**src/rtl/parl_pkg.sv**
```systemverilog
package parl_pkg;

    typedef enum logic [1:0] {
        SND_IDLE,
        SND_XMIT,
        SND_WAIT,
        SND_GAP
    } snd_state_e;

    localparam logic KIND_DATA = 1'b0;
    localparam logic KIND_ACK  = 1'b1;

endpackage

```
**src/rtl/parl_sender.sv**
```systemverilog
module parl_sender
    import parl_pkg::*;
#(
    parameter int ID_W   = 8,
    parameter int ADDR_W = 3,
    parameter int PAY_W  = 16,
    parameter int RTY_W  = 4,
    parameter int GAP_W  = 6,
    parameter int TMO_W  = 6
) (
    input  logic              clk,
    input  logic              rst_n,
    input  logic              req_valid,
    output logic              req_ready,
    input  logic [ADDR_W-1:0] req_dest,
    input  logic [ID_W-1:0]   req_id,
    input  logic              req_bcast,
    input  logic [PAY_W-1:0]  req_payload,
    input  logic [RTY_W-1:0]  req_retries,
    input  logic [GAP_W-1:0]  req_gap,
    input  logic [TMO_W-1:0]  cfg_timeout,
    input  logic              ack_valid,
    input  logic [ADDR_W-1:0] ack_src,
    input  logic [ID_W-1:0]   ack_id,
    output logic              dat_valid,
    input  logic              dat_grant,
    output logic [ADDR_W-1:0] dat_dest,
    output logic [ID_W-1:0]   dat_id,
    output logic [PAY_W-1:0]  dat_payload,
    output logic              done_valid,
    output logic              done_err
);

    localparam int CNT_W = (GAP_W > TMO_W) ? GAP_W : TMO_W;

    typedef struct packed {
        snd_state_e        st;
        logic [ADDR_W-1:0] dest;
        logic [ID_W-1:0]   id;
        logic              bcast;
        logic [PAY_W-1:0]  payload;
        logic [RTY_W-1:0]  left;
        logic [GAP_W-1:0]  gap;
        logic [CNT_W-1:0]  cnt;
        logic              done;
        logic              err;
    } snd_t;

    snd_t snd_q, snd_d;

    logic ack_match;
    assign ack_match = ack_valid && (ack_id == snd_q.id) && (ack_src == snd_q.dest);

    always_comb begin
        snd_d      = snd_q;
        snd_d.done = 1'b0;
        case (snd_q.st)
            SND_IDLE: begin
                if (req_valid) begin
                    snd_d.st      = SND_XMIT;
                    snd_d.dest    = req_dest;
                    snd_d.id      = req_id;
                    snd_d.bcast   = req_bcast;
                    snd_d.payload = req_payload;
                    snd_d.left    = req_retries;
                    snd_d.gap     = req_gap;
                    snd_d.cnt     = '0;
                    snd_d.err     = 1'b0;
                end
            end
            SND_XMIT: begin
                if (dat_grant) begin
                    if (snd_q.bcast) begin
                        snd_d.st   = SND_IDLE;
                        snd_d.done = 1'b1;
                        snd_d.err  = 1'b0;
                    end else begin
                        snd_d.st  = SND_WAIT;
                        snd_d.cnt = '0;
                    end
                end
            end
            SND_WAIT: begin
                if (ack_match) begin
                    snd_d.st   = SND_IDLE;
                    snd_d.done = 1'b1;
                    snd_d.err  = 1'b0;
                end else if (snd_q.cnt == CNT_W'(cfg_timeout)) begin
                    if (snd_q.left == '0) begin
                        snd_d.st   = SND_IDLE;
                        snd_d.done = 1'b1;
                        snd_d.err  = 1'b1;
                    end else begin
                        snd_d.left = snd_q.left - 1'b1;
                        snd_d.st   = SND_GAP;
                        snd_d.cnt  = '0;
                    end
                end else begin
                    snd_d.cnt = snd_q.cnt + 1'b1;
                end
            end
            SND_GAP: begin
                if (snd_q.cnt == CNT_W'(snd_q.gap)) begin
                    snd_d.st = SND_XMIT;
                end else begin
                    snd_d.cnt = snd_q.cnt + 1'b1;
                end
            end
            default: snd_d.st = SND_IDLE;
        endcase
    end

    always_ff @(posedge clk) begin
        if (!rst_n) begin
            snd_q <= '0;
        end else begin
            snd_q <= snd_d;
        end
    end

    assign req_ready   = (snd_q.st == SND_IDLE);
    assign dat_valid   = (snd_q.st == SND_XMIT);
    assign dat_dest    = snd_q.dest;
    assign dat_id      = snd_q.id;
    assign dat_payload = snd_q.payload;
    assign done_valid  = snd_q.done;
    assign done_err    = snd_q.err;

endmodule

```
**src/rtl/parl_dup_table.sv**
```systemverilog
module parl_dup_table #(
    parameter int ID_W   = 8,
    parameter int ADDR_W = 3
) (
    input  logic              clk,
    input  logic              rst_n,
    input  logic [ADDR_W-1:0] lk_src,
    input  logic [ID_W-1:0]   lk_id,
    output logic              lk_new,
    input  logic              wr_en,
    input  logic [ADDR_W-1:0] wr_src,
    input  logic [ID_W-1:0]   wr_id
);

    localparam int NODES = 1 << ADDR_W;

    logic [NODES-1:0] seen_vec;
    logic [ID_W-1:0]  last_arr [NODES];

    for (genvar g = 0; g < NODES; g++) begin : g_entry
        typedef struct packed {
            logic            seen;
            logic [ID_W-1:0] last;
        } ent_t;

        ent_t ent_q, ent_d;

        always_comb begin
            ent_d = ent_q;
            if (wr_en && (wr_src == ADDR_W'(g))) begin
                ent_d.seen = 1'b1;
                ent_d.last = wr_id;
            end
        end

        always_ff @(posedge clk) begin
            if (!rst_n) begin
                ent_q <= '0;
            end else begin
                ent_q <= ent_d;
            end
        end

        assign seen_vec[g] = ent_q.seen;
        assign last_arr[g] = ent_q.last;
    end

    assign lk_new = !seen_vec[lk_src] || (last_arr[lk_src] != lk_id);

endmodule

```
**src/rtl/parl_receiver.sv**
```systemverilog
module parl_receiver #(
    parameter int ID_W   = 8,
    parameter int ADDR_W = 3,
    parameter int PAY_W  = 16
) (
    input  logic              clk,
    input  logic              rst_n,
    input  logic              frm_valid,
    input  logic [ADDR_W-1:0] frm_src,
    input  logic [ID_W-1:0]   frm_id,
    input  logic [PAY_W-1:0]  frm_payload,
    output logic              ack_valid,
    input  logic              ack_grant,
    output logic [ADDR_W-1:0] ack_dest,
    output logic [ID_W-1:0]   ack_id,
    output logic              dlv_valid,
    output logic [ADDR_W-1:0] dlv_src,
    output logic [ID_W-1:0]   dlv_id,
    output logic [PAY_W-1:0]  dlv_payload
);

    typedef struct packed {
        logic              pend;
        logic [ADDR_W-1:0] adest;
        logic [ID_W-1:0]   aid;
        logic              dlv;
        logic [ADDR_W-1:0] dsrc;
        logic [ID_W-1:0]   did;
        logic [PAY_W-1:0]  dpay;
    } rcv_t;

    rcv_t rcv_q, rcv_d;
    logic is_new;
    logic take;
    logic record;

    assign take   = frm_valid && !rcv_q.pend;
    assign record = take && is_new;

    parl_dup_table #(
        .ID_W  (ID_W),
        .ADDR_W(ADDR_W)
    ) u_dup (
        .clk   (clk),
        .rst_n (rst_n),
        .lk_src(frm_src),
        .lk_id (frm_id),
        .lk_new(is_new),
        .wr_en (record),
        .wr_src(frm_src),
        .wr_id (frm_id)
    );

    always_comb begin
        rcv_d     = rcv_q;
        rcv_d.dlv = 1'b0;
        if (rcv_q.pend && ack_grant) begin
            rcv_d.pend = 1'b0;
        end
        if (take) begin
            rcv_d.pend  = 1'b1;
            rcv_d.adest = frm_src;
            rcv_d.aid   = frm_id;
            if (is_new) begin
                rcv_d.dlv  = 1'b1;
                rcv_d.dsrc = frm_src;
                rcv_d.did  = frm_id;
                rcv_d.dpay = frm_payload;
            end
        end
    end

    always_ff @(posedge clk) begin
        if (!rst_n) begin
            rcv_q <= '0;
        end else begin
            rcv_q <= rcv_d;
        end
    end

    assign ack_valid   = rcv_q.pend;
    assign ack_dest    = rcv_q.adest;
    assign ack_id      = rcv_q.aid;
    assign dlv_valid   = rcv_q.dlv;
    assign dlv_src     = rcv_q.dsrc;
    assign dlv_id      = rcv_q.did;
    assign dlv_payload = rcv_q.dpay;

endmodule

```
**src/rtl/parl_tx_arb.sv**
```systemverilog
module parl_tx_arb
    import parl_pkg::*;
#(
    parameter int ID_W   = 8,
    parameter int ADDR_W = 3,
    parameter int PAY_W  = 16
) (
    input  logic              clk,
    input  logic              rst_n,
    input  logic              ack_valid,
    input  logic [ADDR_W-1:0] ack_dest,
    input  logic [ID_W-1:0]   ack_id,
    output logic              ack_grant,
    input  logic              dat_valid,
    input  logic [ADDR_W-1:0] dat_dest,
    input  logic [ID_W-1:0]   dat_id,
    input  logic [PAY_W-1:0]  dat_payload,
    output logic              dat_grant,
    output logic              tx_valid,
    input  logic              tx_ready,
    output logic              tx_kind,
    output logic [ADDR_W-1:0] tx_dest,
    output logic [ID_W-1:0]   tx_id,
    output logic [PAY_W-1:0]  tx_payload
);

    logic lock_q, lock_d;
    logic sel_ack;

    always_comb begin
        sel_ack   = ack_valid && !(lock_q && dat_valid);
        tx_valid  = ack_valid || dat_valid;
        tx_kind   = sel_ack ? KIND_ACK : KIND_DATA;
        tx_dest   = sel_ack ? ack_dest : dat_dest;
        tx_id     = sel_ack ? ack_id : dat_id;
        tx_payload = sel_ack ? '0 : dat_payload;
        ack_grant = sel_ack && tx_ready;
        dat_grant = dat_valid && !sel_ack && tx_ready;
        lock_d    = dat_valid && !sel_ack && !tx_ready;
    end

    always_ff @(posedge clk) begin
        if (!rst_n) begin
            lock_q <= 1'b0;
        end else begin
            lock_q <= lock_d;
        end
    end

endmodule

```
**src/rtl/parl_link_ctrl.sv**
```systemverilog
module parl_link_ctrl
    import parl_pkg::*;
#(
    parameter int ID_W   = 8,
    parameter int ADDR_W = 3,
    parameter int PAY_W  = 16,
    parameter int RTY_W  = 4,
    parameter int GAP_W  = 6,
    parameter int TMO_W  = 6
) (
    input  logic              clk,
    input  logic              rst_n,
    input  logic              req_valid,
    output logic              req_ready,
    input  logic [ADDR_W-1:0] req_dest,
    input  logic [ID_W-1:0]   req_id,
    input  logic              req_bcast,
    input  logic [PAY_W-1:0]  req_payload,
    input  logic [RTY_W-1:0]  req_retries,
    input  logic [GAP_W-1:0]  req_gap,
    input  logic [TMO_W-1:0]  cfg_ack_timeout,
    output logic              done_valid,
    output logic              done_err,
    output logic              tx_valid,
    input  logic              tx_ready,
    output logic              tx_kind,
    output logic [ADDR_W-1:0] tx_dest,
    output logic [ID_W-1:0]   tx_id,
    output logic [PAY_W-1:0]  tx_payload,
    input  logic              rx_valid,
    input  logic              rx_kind,
    input  logic [ADDR_W-1:0] rx_src,
    input  logic [ID_W-1:0]   rx_id,
    input  logic [PAY_W-1:0]  rx_payload,
    output logic              dlv_valid,
    output logic [ADDR_W-1:0] dlv_src,
    output logic [ID_W-1:0]   dlv_id,
    output logic [PAY_W-1:0]  dlv_payload
);

    logic              s_dat_valid, s_dat_grant;
    logic [ADDR_W-1:0] s_dat_dest;
    logic [ID_W-1:0]   s_dat_id;
    logic [PAY_W-1:0]  s_dat_payload;
    logic              r_ack_valid, r_ack_grant;
    logic [ADDR_W-1:0] r_ack_dest;
    logic [ID_W-1:0]   r_ack_id;
    logic              rx_is_ack, rx_is_data;

    assign rx_is_ack  = rx_valid && (rx_kind == KIND_ACK);
    assign rx_is_data = rx_valid && (rx_kind == KIND_DATA);

    parl_sender #(
        .ID_W(ID_W), .ADDR_W(ADDR_W), .PAY_W(PAY_W),
        .RTY_W(RTY_W), .GAP_W(GAP_W), .TMO_W(TMO_W)
    ) u_snd (
        .clk        (clk),
        .rst_n      (rst_n),
        .req_valid  (req_valid),
        .req_ready  (req_ready),
        .req_dest   (req_dest),
        .req_id     (req_id),
        .req_bcast  (req_bcast),
        .req_payload(req_payload),
        .req_retries(req_retries),
        .req_gap    (req_gap),
        .cfg_timeout(cfg_ack_timeout),
        .ack_valid  (rx_is_ack),
        .ack_src    (rx_src),
        .ack_id     (rx_id),
        .dat_valid  (s_dat_valid),
        .dat_grant  (s_dat_grant),
        .dat_dest   (s_dat_dest),
        .dat_id     (s_dat_id),
        .dat_payload(s_dat_payload),
        .done_valid (done_valid),
        .done_err   (done_err)
    );

    parl_receiver #(
        .ID_W(ID_W), .ADDR_W(ADDR_W), .PAY_W(PAY_W)
    ) u_rcv (
        .clk        (clk),
        .rst_n      (rst_n),
        .frm_valid  (rx_is_data),
        .frm_src    (rx_src),
        .frm_id     (rx_id),
        .frm_payload(rx_payload),
        .ack_valid  (r_ack_valid),
        .ack_grant  (r_ack_grant),
        .ack_dest   (r_ack_dest),
        .ack_id     (r_ack_id),
        .dlv_valid  (dlv_valid),
        .dlv_src    (dlv_src),
        .dlv_id     (dlv_id),
        .dlv_payload(dlv_payload)
    );

    parl_tx_arb #(
        .ID_W(ID_W), .ADDR_W(ADDR_W), .PAY_W(PAY_W)
    ) u_arb (
        .clk        (clk),
        .rst_n      (rst_n),
        .ack_valid  (r_ack_valid),
        .ack_dest   (r_ack_dest),
        .ack_id     (r_ack_id),
        .ack_grant  (r_ack_grant),
        .dat_valid  (s_dat_valid),
        .dat_dest   (s_dat_dest),
        .dat_id     (s_dat_id),
        .dat_payload(s_dat_payload),
        .dat_grant  (s_dat_grant),
        .tx_valid   (tx_valid),
        .tx_ready   (tx_ready),
        .tx_kind    (tx_kind),
        .tx_dest    (tx_dest),
        .tx_id      (tx_id),
        .tx_payload (tx_payload)
    );

endmodule

```
**config.mk**
```make
export PLATFORM = sky130hd
export DESIGN_NAME = parl_link_ctrl
export DESIGN_NICKNAME = d
export VERILOG_FILES = /design/src/rtl/parl_pkg.sv /design/src/rtl/parl_sender.sv /design/src/rtl/parl_dup_table.sv /design/src/rtl/parl_receiver.sv /design/src/rtl/parl_tx_arb.sv /design/src/rtl/parl_link_ctrl.sv
export SDC_FILE = /design/constraint.sdc
export NUM_CORES = 1
export LEC_CHECK = 0
export ABC_CLOCK_PERIOD_IN_PS = 7400
export BUFFER_PORTS_ARGS = -buffer_cell sky130_fd_sc_hd__buf_2
export CORE_MARGIN = 2
export CORE_UTILIZATION = 60
export CTS_CLUSTER_SIZE = 20
export DETAILED_ROUTE_END_ITERATION = 10
export PLACE_DENSITY = 0.89
export SKIP_CTS_REPAIR_TIMING = 1
export SYNTH_ARGS = -nofsm -noshare
export SYNTH_HDL_FRONTEND = slang
export SYNTH_SLANG_ARGS = --single-unit
```
**constraint.sdc**
```tcl
create_clock -name clk -period 7.4 [get_ports clk]
set_input_delay 1.85 -clock clk [delete_from_list [all_inputs] [get_ports clk]]
set_output_delay 1.85 -clock clk [all_outputs]
set_load 0.01 [all_outputs]
```
# Word-level counts from Yosys, hierarchy flattened
# Index checks and enable logic that the tools add are counted.
# op_classes
muxes,38
n_reduce_logical,41
bitwise_logic,2
n_addsub,2
order_cmp,2
eq_ne,27
# op_table
cell,n
2-to-1 mux 46 bit,1
2-to-1 mux 40 bit,1
2-to-1 mux 8 bit,4
2-to-1 mux 6 bit,5
2-to-1 mux 28 bit,1
binary-select mux 8 bit (select 3 bit),1
case mux 6 bit (4 select lines),1
logical AND 1 bit,21
2-to-1 mux 2 bit,10
2-to-1 mux 16 bit,1
== test 3 bit (second input constant),4
== test 6 bit,2
2-to-1 mux 4 bit,3
inequality test 2 bit (second input constant),6
AND reduction 6 bit,2
== test 8 bit,1
inequality test 8 bit,1
case mux 2 bit (4 select lines),1
case mux 4 bit (2 select lines),1
adder 6 x 1 -> 6 bit (second input constant),1
== test 3 x 2 -> 1 bit (second input constant),2
inequality test 2 x 1 -> 1 bit (second input constant),3
inequality test 3 x 1 -> 1 bit (second input constant),2
AND reduction 2 bit,3
24 further kinds,34
# word_totals
word_cells,146
regBits,161
in_bits,77

# Depth between registers and ports, before layout
# Gate-level depths: netlist of the first run.
# logic_depth
ltp_word,9
mapped_depth,11

# Cells and area by module
# From an unflattened synthesis of the first run, not the netlist that was laid out.
# unflattened
cells_unflattened,899
hier_area_um2,7716.2
# modules_own_cells
module,n_inst,cells_per_inst,area_per_inst_um2
parl_dup_table,1,359,3345.7
parl_sender,1,326,2558.7
parl_receiver,1,175,1475.2
parl_tx_arb,1,37,320.3
parl_link_ctrl,1,2,16.3

# Worst setup path after synthesis of the first run
# Ideal clock, no wire load.
# synth_path
kind,input port to flip-flop
startpoint,input rx_src[1]
endpoint,"register u_rcv.rcv_q, in the netlist u_rcv.dlv_id[1]"
required_time_ns,7.272
path_stages,11
slack_ns,3.459
arrival_ns,3.813
setup_time_ns,0.128
cell_sequence,buf_2 -> buf_2 -> mux2i_1 -> nand3b_1 -> a31o_2 -> a211oi_2 -> nand4_4 -> and2_4 -> buf_6 -> buf_6 -> mux2i_1
# synth_via
elab_chain_len,7
elab_cells_between_ends,10
# synth_lines
element,line,text
"start, declared",parl_link_ctrl.sv:32,"input logic [ADDR_W-1:0] rx_src,"
inverter 3 -> 4 bit (implied by the code),parl_dup_table.sv:48,assign lk_new = !seen_vec[lk_src] || (last_arr[lk_src] != lk_id);
binary-select mux 8 bit (select 3 bit),parl_dup_table.sv:48,
2-to-1 mux 8 bit (implied by the code) (2 in series),parl_dup_table.sv:48,
inequality test 8 bit,parl_dup_table.sv:48,
logical OR 1 bit (*),parl_dup_table.sv:48,
AND reduction 2 bit (no source line) (*),-,
"end signal, assigned",parl_receiver.sv:77,rcv_q <= rcv_d;
"end, declared",parl_receiver.sv:32,"rcv_t rcv_q, rcv_d;"
# Mark *: on every way between the ends. The rest lies on a longest branch, timed or not. The select of a mux whose other input is x is not followed.
# A chain may end at the register's enable or synchronous reset.

# Worst setup path after layout of the first run
# layout_path
startpoint,input rx_src[2]
endpoint,register u_rcv.u_dup.g_entry[4].ent_q[5] in the netlist's numbering
# layout_via
elab_chain_len,8
elab_cells_between_ends,12
# layout_lines
element,line,text
inverter 3 -> 4 bit (implied by the code),parl_dup_table.sv:48,
binary-select mux 8 bit (select 3 bit),parl_dup_table.sv:48,
2-to-1 mux 8 bit (implied by the code) (2 in series),parl_dup_table.sv:48,
inequality test 8 bit,parl_dup_table.sv:48,
logical OR 1 bit,parl_dup_table.sv:48,
logical AND 1 bit,parl_receiver.sv:38,assign record = take && is_new;
logical AND 1 bit (*),parl_dup_table.sv:30,if (wr_en && (wr_src == ADDR_W'(g))) begin
"end signal, assigned",parl_dup_table.sv:40,ent_q <= ent_d;
"end, declared",parl_dup_table.sv:26,"ent_t ent_q, ent_d;"
# Marked as above.

==> results.json, run 1 <==
{
  "port_buffers": 136,
  "design_power_total_mw": 2.15,
  "yosysWarnings": 0,
  "dp_worst_setup_slack_ns": 2.72,
  "cts_buffers": 17,
  "setup_viol": 0,
  "fillers": 918,
  "core-area_um2": 12000,
  "worstPathCellList": "buf_2, mux2_2, o22ai_1, o21ai_0, and3b_1, nand4_4, nand4_1, mux2i_1",
  "grt_usage": 0.280,
  "cp_slowest_stage_delay_ns": 0.60,
  "ys_seq_area_frac": 0.436,
  "yosysMostFrequentCell": "nand2_1",
  "synth_common_cells": "nand2_1 (224), dfxtp_1 (161), mux2i_1 (108), a21oi_1 (49), clkbuf_1 (33)",
  "layout-drive-gt1-share": 0.229,
  "layout_worst_path_cycle_share": 0.586,
  "critPathKind": "in -> reg",
  "r2r_start": "u_snd.snd_q[47]",
  "rsz0062_at_grt": "no",
  "syn_area_um2": 7400,
  "outcome": "finished clean",
  "fin_tns_setup_ns": 0,
  "r2r_setup_slack_ns": 4.81,
  "grt_pass1_vias": 5914,
  "overflow": 0,
  "cts.clk_slew.worst_paths_ns": 0.06,
  "num_vias": 6176,
  "fin_ws_ns": 3.07,
  "netlist_instances": 810,
  "drtPass1Iterations": 5,
  "nNetsFinal": 1004,
  "htree_levels": 4,
  "routed_wl_mm": 18.3,
  "cp-start-kind": "input port",
  "syn_nets": 896,
  "startpoint": "rx_src[2]",
  "clock.fmax_mhz": 231,
  "grt_pass1_wl_mm": 28.9,
  "finalClockSkew_ns": 0.0151,
  "cp-end-kind": "flip-flop",
  "ys_top_cells_by_area": "dfxtp_1 (44%), mux2i_1 (15%), nand2_1 (11%), mux4_2 (3.3%), a21oi_1 (3.3%)",
  "pin_count": 137,
  "min_path_type": "reg -> reg",
  "critical_path_peak_fanout": 31,
  "gp_congestion": 0.914,
  "crit_arrival_ns": 4.66,
  "grt_max_degree": 90,
  "hold_viol": 0,
  "clockBufferDepth": 2,
  "synthFlopType": "dfxtp_1",
  "rows": 40,
  "drtIter0Drc": 624,
  "placed_area_um2": 8060,
  "max-slew-margin-rel": 0.373,
  "worst_slew_pin_slew_ns": 0.940,
  "route.detailed.drc": 0,
  "drv_slew": 0,
  "area_delta_synth_final_pct": 18.2,
  "maxCapViolCount": 0,
  "power_density_nw_per_um2": 246,
  "final_area_um2": 8740,
  "drtAntennaViolNets": 0,
  "fp.dieW_um": 115,
  "avgSynthCellArea_um2": 9.13,
  "die_y_um": 115,
  "ys_ff_latch": 161,
  "tritoncts": "done",
  "irDropWorstVdd_uv": 136,
  "synth_edf_count": 0,
  "antenna_cells": 0,
  "synthArstFlopShare": 0,
  "synth_top_area_cell": "dfxtp_1",
  "place_hpwl_mm": 11.9,
  "required_ns": 7.72,
  "detail_route.vias_per_cell": 5.73,
  "root_buffer": "clkbuf_16",
  "start_util": 0.616,
  "synth_top_area_frac": 0.436,
  "post_synth_num_cell_types": 54,
  "p_leak_nw": 4.09,
  "cts_sinks": 161,
  "dieArea_um2": 13200,
  "wl_per_cell_um": 17.0,
  "min_from": "u_snd.dat_payload[3]",
  "clk_latency_ns": 0.42,
  "critical_path.slowest_cell": "buf_2",
  "finalCriticalPeriod_ns": 4.33,
  "antenna_found_initial": 0
}
sequential cells by signal, indices dropped and copies added, names as in the netlist, 3 cells and up:
register and flops:
u_rcv.dlv_payload 16, u_snd.snd_q 19, u_rcv.dlv_id 8, u_snd.dat_dest 3, u_rcv.u_dup.g_entry.ent_q 72, u_snd.dat_id 8, u_rcv.ack_dest 3, u_rcv.dlv_src 3
u_snd.dat_payload 16, u_rcv.ack_id 8
critical path, delay by kind of cell:
| family | cells | cell delay [ns] |
|---|---|---|
| muxes | 2 | 0.81 |
| AOI/OAI and AO/OA | 2 | 0.48 |
| buffers and inverters | 1 | 0.60 |
| and+or+nand+nor | 3 | 0.90 |
cells in the final DEF, fill, tap and decap left out, types with 2 or more instances in the layout:
cell,n
xnor2_1,15
a211oi_1,2
nand4b_1,3
nand2_1,224
inv_1,16
o22ai_1,3
nor3_1,7
mux2i_1,108
and2_1,4
nor2_1,18
buf_2,135
buf_4,6
a22o_1,2
nand4_1,8
o21bai_1,2
mux4_2,11
dfxtp_1,161
xor2_1,17
a21boi_0,11
a21o_1,2
clkbuf_16,17
clkbuf_8,2
nor2b_1,21
and3_1,3
nand3b_1,2
ha_1,9
nor4_1,4
a31o_2,2
nand2b_1,4
a21oi_1,49
clkinv_4,3
bufinv_16,6
o21ai_0,6
clkinvlp_4,2
and3b_1,2
nand3_1,5
mux2_2,17
through the flow:
step	hold WS, ns	instances	utilization
floorplan	0.422	810	-
CTS	0.451	1077	0.728
finish	0.451	1077	0.728
detailed placement	0.443	1046	0.671
global placement	0.436	1046	0.671
global route	0.473	1077	0.728
path summary, 6_finish.rpt:
check / to / cells past startpoint
worst max register to register: u_snd.snd_q[2] / 9
worst min-delay path: u_snd.dat_payload[3] / 2
worst max-delay path: u_rcv.u_dup.g_entry[4].ent_q[5] / 8
worst min register to register: u_snd.dat_payload[3] / 2
layout make-up:
| type | count | area [um^2] | area share |
|---|---|---|---|
| sequential | 161 | 3220 | 0.369 |
| clock buffer | 19 | 453 | 0.0518 |
| clock inverter | 12 | 230 | 0.0263 |
| multi-input combinational | 580 | 3870 | 0.442 |
| timing repair buffer | 141 | 721 | 0.0824 |
| inverter | 17 | 63.8 | 0.00730 |
| tap | 147 | 184 | 0.0210 |
cell families after synthesis:
family	count (synthesis)	share of synthesized area
fa+ha+maj	9	0.0152
simple gates	313	0.186
flops	161	0.436
buf+inv	69	0.0426
mux	137	0.209
xor+xnor	32	0.0379
compound gates	89	0.0732
routing by layer:
| metal | up-vias | track usage | wire [um] |
|---|---|---|---|
| met5 | - | 0 | 0 |
| met4 | 0 | 0.0940 | 359 |
| met3 | 32 | 0.0606 | 1260 |
| met2 | 240 | 0.480 | 8930 |
| met1 | 2957 | 0.352 | 7760 |
| li1 | 2947 | - | - |
power breakdown:
group | total (mW) | internal, mW | switching (mW)
clock | 1.00 | 0.652 | 0.349
combinational | 0.230 | 0.0937 | 0.137
sequential | 0.920 | 0.899 | 0.0209
total | 2.15 | 1.64 | 0.506
(Power assumes the default switching activity.)
==> inputs of run 2 (changes only) <==
--- a/config.mk
+++ b/config.mk
@@ -5,13 +5,13 @@
 export SDC_FILE = /design/constraint.sdc
 export NUM_CORES = 1
 export LEC_CHECK = 0
-export ABC_CLOCK_PERIOD_IN_PS = 7400
+export ABC_CLOCK_PERIOD_IN_PS = 3800
 export BUFFER_PORTS_ARGS = -buffer_cell sky130_fd_sc_hd__buf_2
 export CORE_MARGIN = 2
-export CORE_UTILIZATION = 60
+export CORE_UTILIZATION = 50
 export CTS_CLUSTER_SIZE = 20
 export DETAILED_ROUTE_END_ITERATION = 10
-export PLACE_DENSITY = 0.89
+export PLACE_DENSITY = 0.8
 export SKIP_CTS_REPAIR_TIMING = 1
 export SYNTH_ARGS = -nofsm -noshare
 export SYNTH_HDL_FRONTEND = slang
==> constraint.sdc (replaced) <==
create_clock -name clk -period 3.8 [get_ports clk]
set_input_delay 0.95 -clock clk [delete_from_list [all_inputs] [get_ports clk]]
set_output_delay 0.95 -clock clk [all_outputs]
set_load 0.01 [all_outputs]
==> run 2 against run 1 <==
Wire length down 0.53%. Power up 89%. First-iteration DRC count down 27%. Worst setup slack worse by 2.8 ns. Clock skew down 0.0084 ns. Via count down 0.55%. Register-to-register slack worse by 4.1 ns.
==> results.json, run 2 (synthesis gave the netlist of run 1 again) <==
{
  "outcome": "finished clean",
  "p_seq_frac": 0.440,
  "min_path_type": "reg -> reg",
  "core-area_um2": 14500,
  "finalClockSkew_ns": 0.00660,
  "worstReg2RegEnd": "u_snd.snd_q[4]",
  "routed_wl_mm": 18.2,
  "die_y_um": 126,
  "wl_per_cell_um": 16.1,
  "cp_slowest_stage_delay_ns": 0.82,
  "grt_usage": 0.234,
  "max-slew-margin-rel": 0.322,
  "fp.dieW_um": 126,
  "clkPwrFrac": 0.447,
  "grt_max_degree": 55,
  "cp-endpoint": "tx_id[0]",
  "p_leak_nw": 4.14,
  "setup_viol": 0,
  "required_ns": 2.85,
  "grt_pass1_wl_mm": 29.6,
  "fin_ws_ns": 0.249,
  "p_sw_frac": 0.241,
  "clock.fmax_mhz": 282,
  "detail_route.vias_per_cell": 5.45,
  "drv_slew": 0,
  "cts_sinks": 161,
  "dieArea_um2": 15800,
  "antenna_found_initial": 0,
  "critical_path_peak_fanout": 18,
  "nNetsFinal": 1019,
  "hold_viol": 0,
  "cp_num_cells": 5,
  "fin_tns_setup_ns": 0,
  "layout-drive-gt1-share": 0.239,
  "combPwrFrac": 0.112,
  "cp-end-kind": "primary output",
  "top_regs": "u_rcv.u_dup.g_entry.ent_q x72, u_snd.snd_q x19",
  "drtIter0Drc": 458,
  "worst_slew_pin_slew_ns": 1.01,
  "cts.clk_slew.worst_paths_ns": 0.06,
  "finalCriticalPeriod_ns": 3.55,
  "root_buffer": "clkbuf_16",
  "place_hpwl_mm": 12.7,
  "dp_worst_setup_slack_ns": 0.216,
  "tritoncts": "done",
  "critPathKind": "reg -> out",
  "cpLargestDelayFamily": "compound AO/OA/AOI/OAI gates",
  "largest_register_ff_count": 72,
  "startpoint": "u_snd.snd_q[47]",
  "drtAntennaViolNets": 0,
  "critical_path.slowest_cell": "a21boi_2",
  "route.detailed.drc": 0,
  "htree_levels": 4,
  "layout_worst_path_cycle_share": 0.934,
  "port_buffers": 136,
  "switching_power_uw": 977,
  "irDropWorstVdd_uv": 334,
  "final_common_cell": "nand2_1",
  "pin_count": 137,
  "overflow": 0,
  "rsz0062_at_grt": "no",
  "cp-start-kind": "flip-flop",
  "num_vias": 6142,
  "grt_pass1_vias": 5889,
  "r2r_setup_slack_ns": 0.74,
  "critPathBufInv": 2,
  "reg2reg_depth": 10,
  "rows": 44,
  "fillers": 1252,
  "antenna_cells": 0,
  "area_delta_synth_final_pct": 19.9,
  "clockBufferDepth": 2,
  "r2r_start": "u_snd.snd_q[47]",
  "start_util": 0.511,
  "gp_congestion": 0.904,
  "drtPass1Iterations": 5,
  "clk_latency_ns": 0.43,
  "intPower_mw": 3.08,
  "power_density_nw_per_um2": 458,
  "maxCapViolCount": 0,
  "worstPathCellList": "inv_1, ha_1, a21boi_2, mux2_2, buf_2",
  "top_register": "u_rcv.u_dup.g_entry.ent_q",
  "mostFrequentLayoutCells": "nand2_1 (224), dfxtp_1 (161), buf_2 (135)",
  "crit_arrival_ns": 2.60,
  "cts_buffers": 17
}
==> run 2: metal layers <==
layer	share of wire	vias to the layer above	track usage
li1	-	2971	-
met1	0.44	2931	0.307
met2	0.47	215	0.381
met3	0.066	25	0.0582
met4	0.017	0	0.0725
met5	0	-	0
==> run 2: layout make-up <==
class                   instances  area, um^2  area share
flip-flops and latches        161        3220       0.363
inverters                      17        63.8     0.00719
well taps                     184         230      0.0260
clock buffers                  21         470      0.0530
multi-input cells             580        3870       0.436
repair buffers                156         858      0.0968
clock inverters                 9         156      0.0176
==> run 2: power groups by stage <==
stage / sequential (mW) / clock (mW) / combinational, mW
6_report: 1.79 / 1.82 / 0.456
5_1_grt: 1.80 / 1.92 / 0.500
4_1_cts: 1.79 / 1.83 / 0.457
3_5_place_dp: 1.83 / 0 / 0.453
3_3_place_gp: 1.82 / 0 / 0.446
2_1_floorplan: 1.82 / 0 / 0.292
==> run 2: worst reg2reg max path, cell delays in order, from the launching register on <==
cell,delay (ns)
dfxtp_1,0.35
inv_1,0.11
ha_1,0.28
a21boi_2,0.29
buf_4,0.30
nand2b_1,0.15
a21o_1,0.19
a221oi_1,0.48
nand2_1,0.26
o21ai_1,0.43
nor2_1,0.10
==> run 2: worst min-delay path by stage <==
stage	slack, ns	endpoint	cells after the start	startpoint
5_1_grt	0.47	u_rcv.u_dup.g_entry[4].ent_q[8]	2	u_rcv.u_dup.g_entry[4].ent_q[8]
3_3_place_gp	0.43	u_rcv.u_dup.g_entry[7].ent_q[8]	2	u_rcv.u_dup.g_entry[7].ent_q[8]
4_1_cts	0.45	u_rcv.u_dup.g_entry[6].ent_q[8]	2	u_rcv.u_dup.g_entry[6].ent_q[8]
3_5_place_dp	0.44	u_rcv.u_dup.g_entry[4].ent_q[8]	2	u_rcv.u_dup.g_entry[4].ent_q[8]
2_1_floorplan	0.42	u_rcv.u_dup.g_entry[6].ent_q[8]	2	u_rcv.u_dup.g_entry[6].ent_q[8]
6_report	0.45	u_rcv.u_dup.g_entry[6].ent_q[8]	2	u_rcv.u_dup.g_entry[6].ent_q[8]
==> run 2: per-stage QoR <==
| step | area (um^2) | total power [mW] | cells | util | hold slack (ns) |
|---|---|---|---|---|---|
| floorplan | 7400 | 2.12 | 810 | - | 0.422 |
| global placement | 8240 | 2.27 | 1098 | 0.569 | 0.431 |
| detailed placement | 8240 | 2.28 | 1098 | 0.569 | 0.438 |
| CTS | 8870 | 4.08 | 1128 | 0.613 | 0.448 |
| global route | 8870 | 4.22 | 1128 | 0.613 | 0.465 |
| finish | 8870 | 4.06 | 1128 | 0.613 | 0.446 |
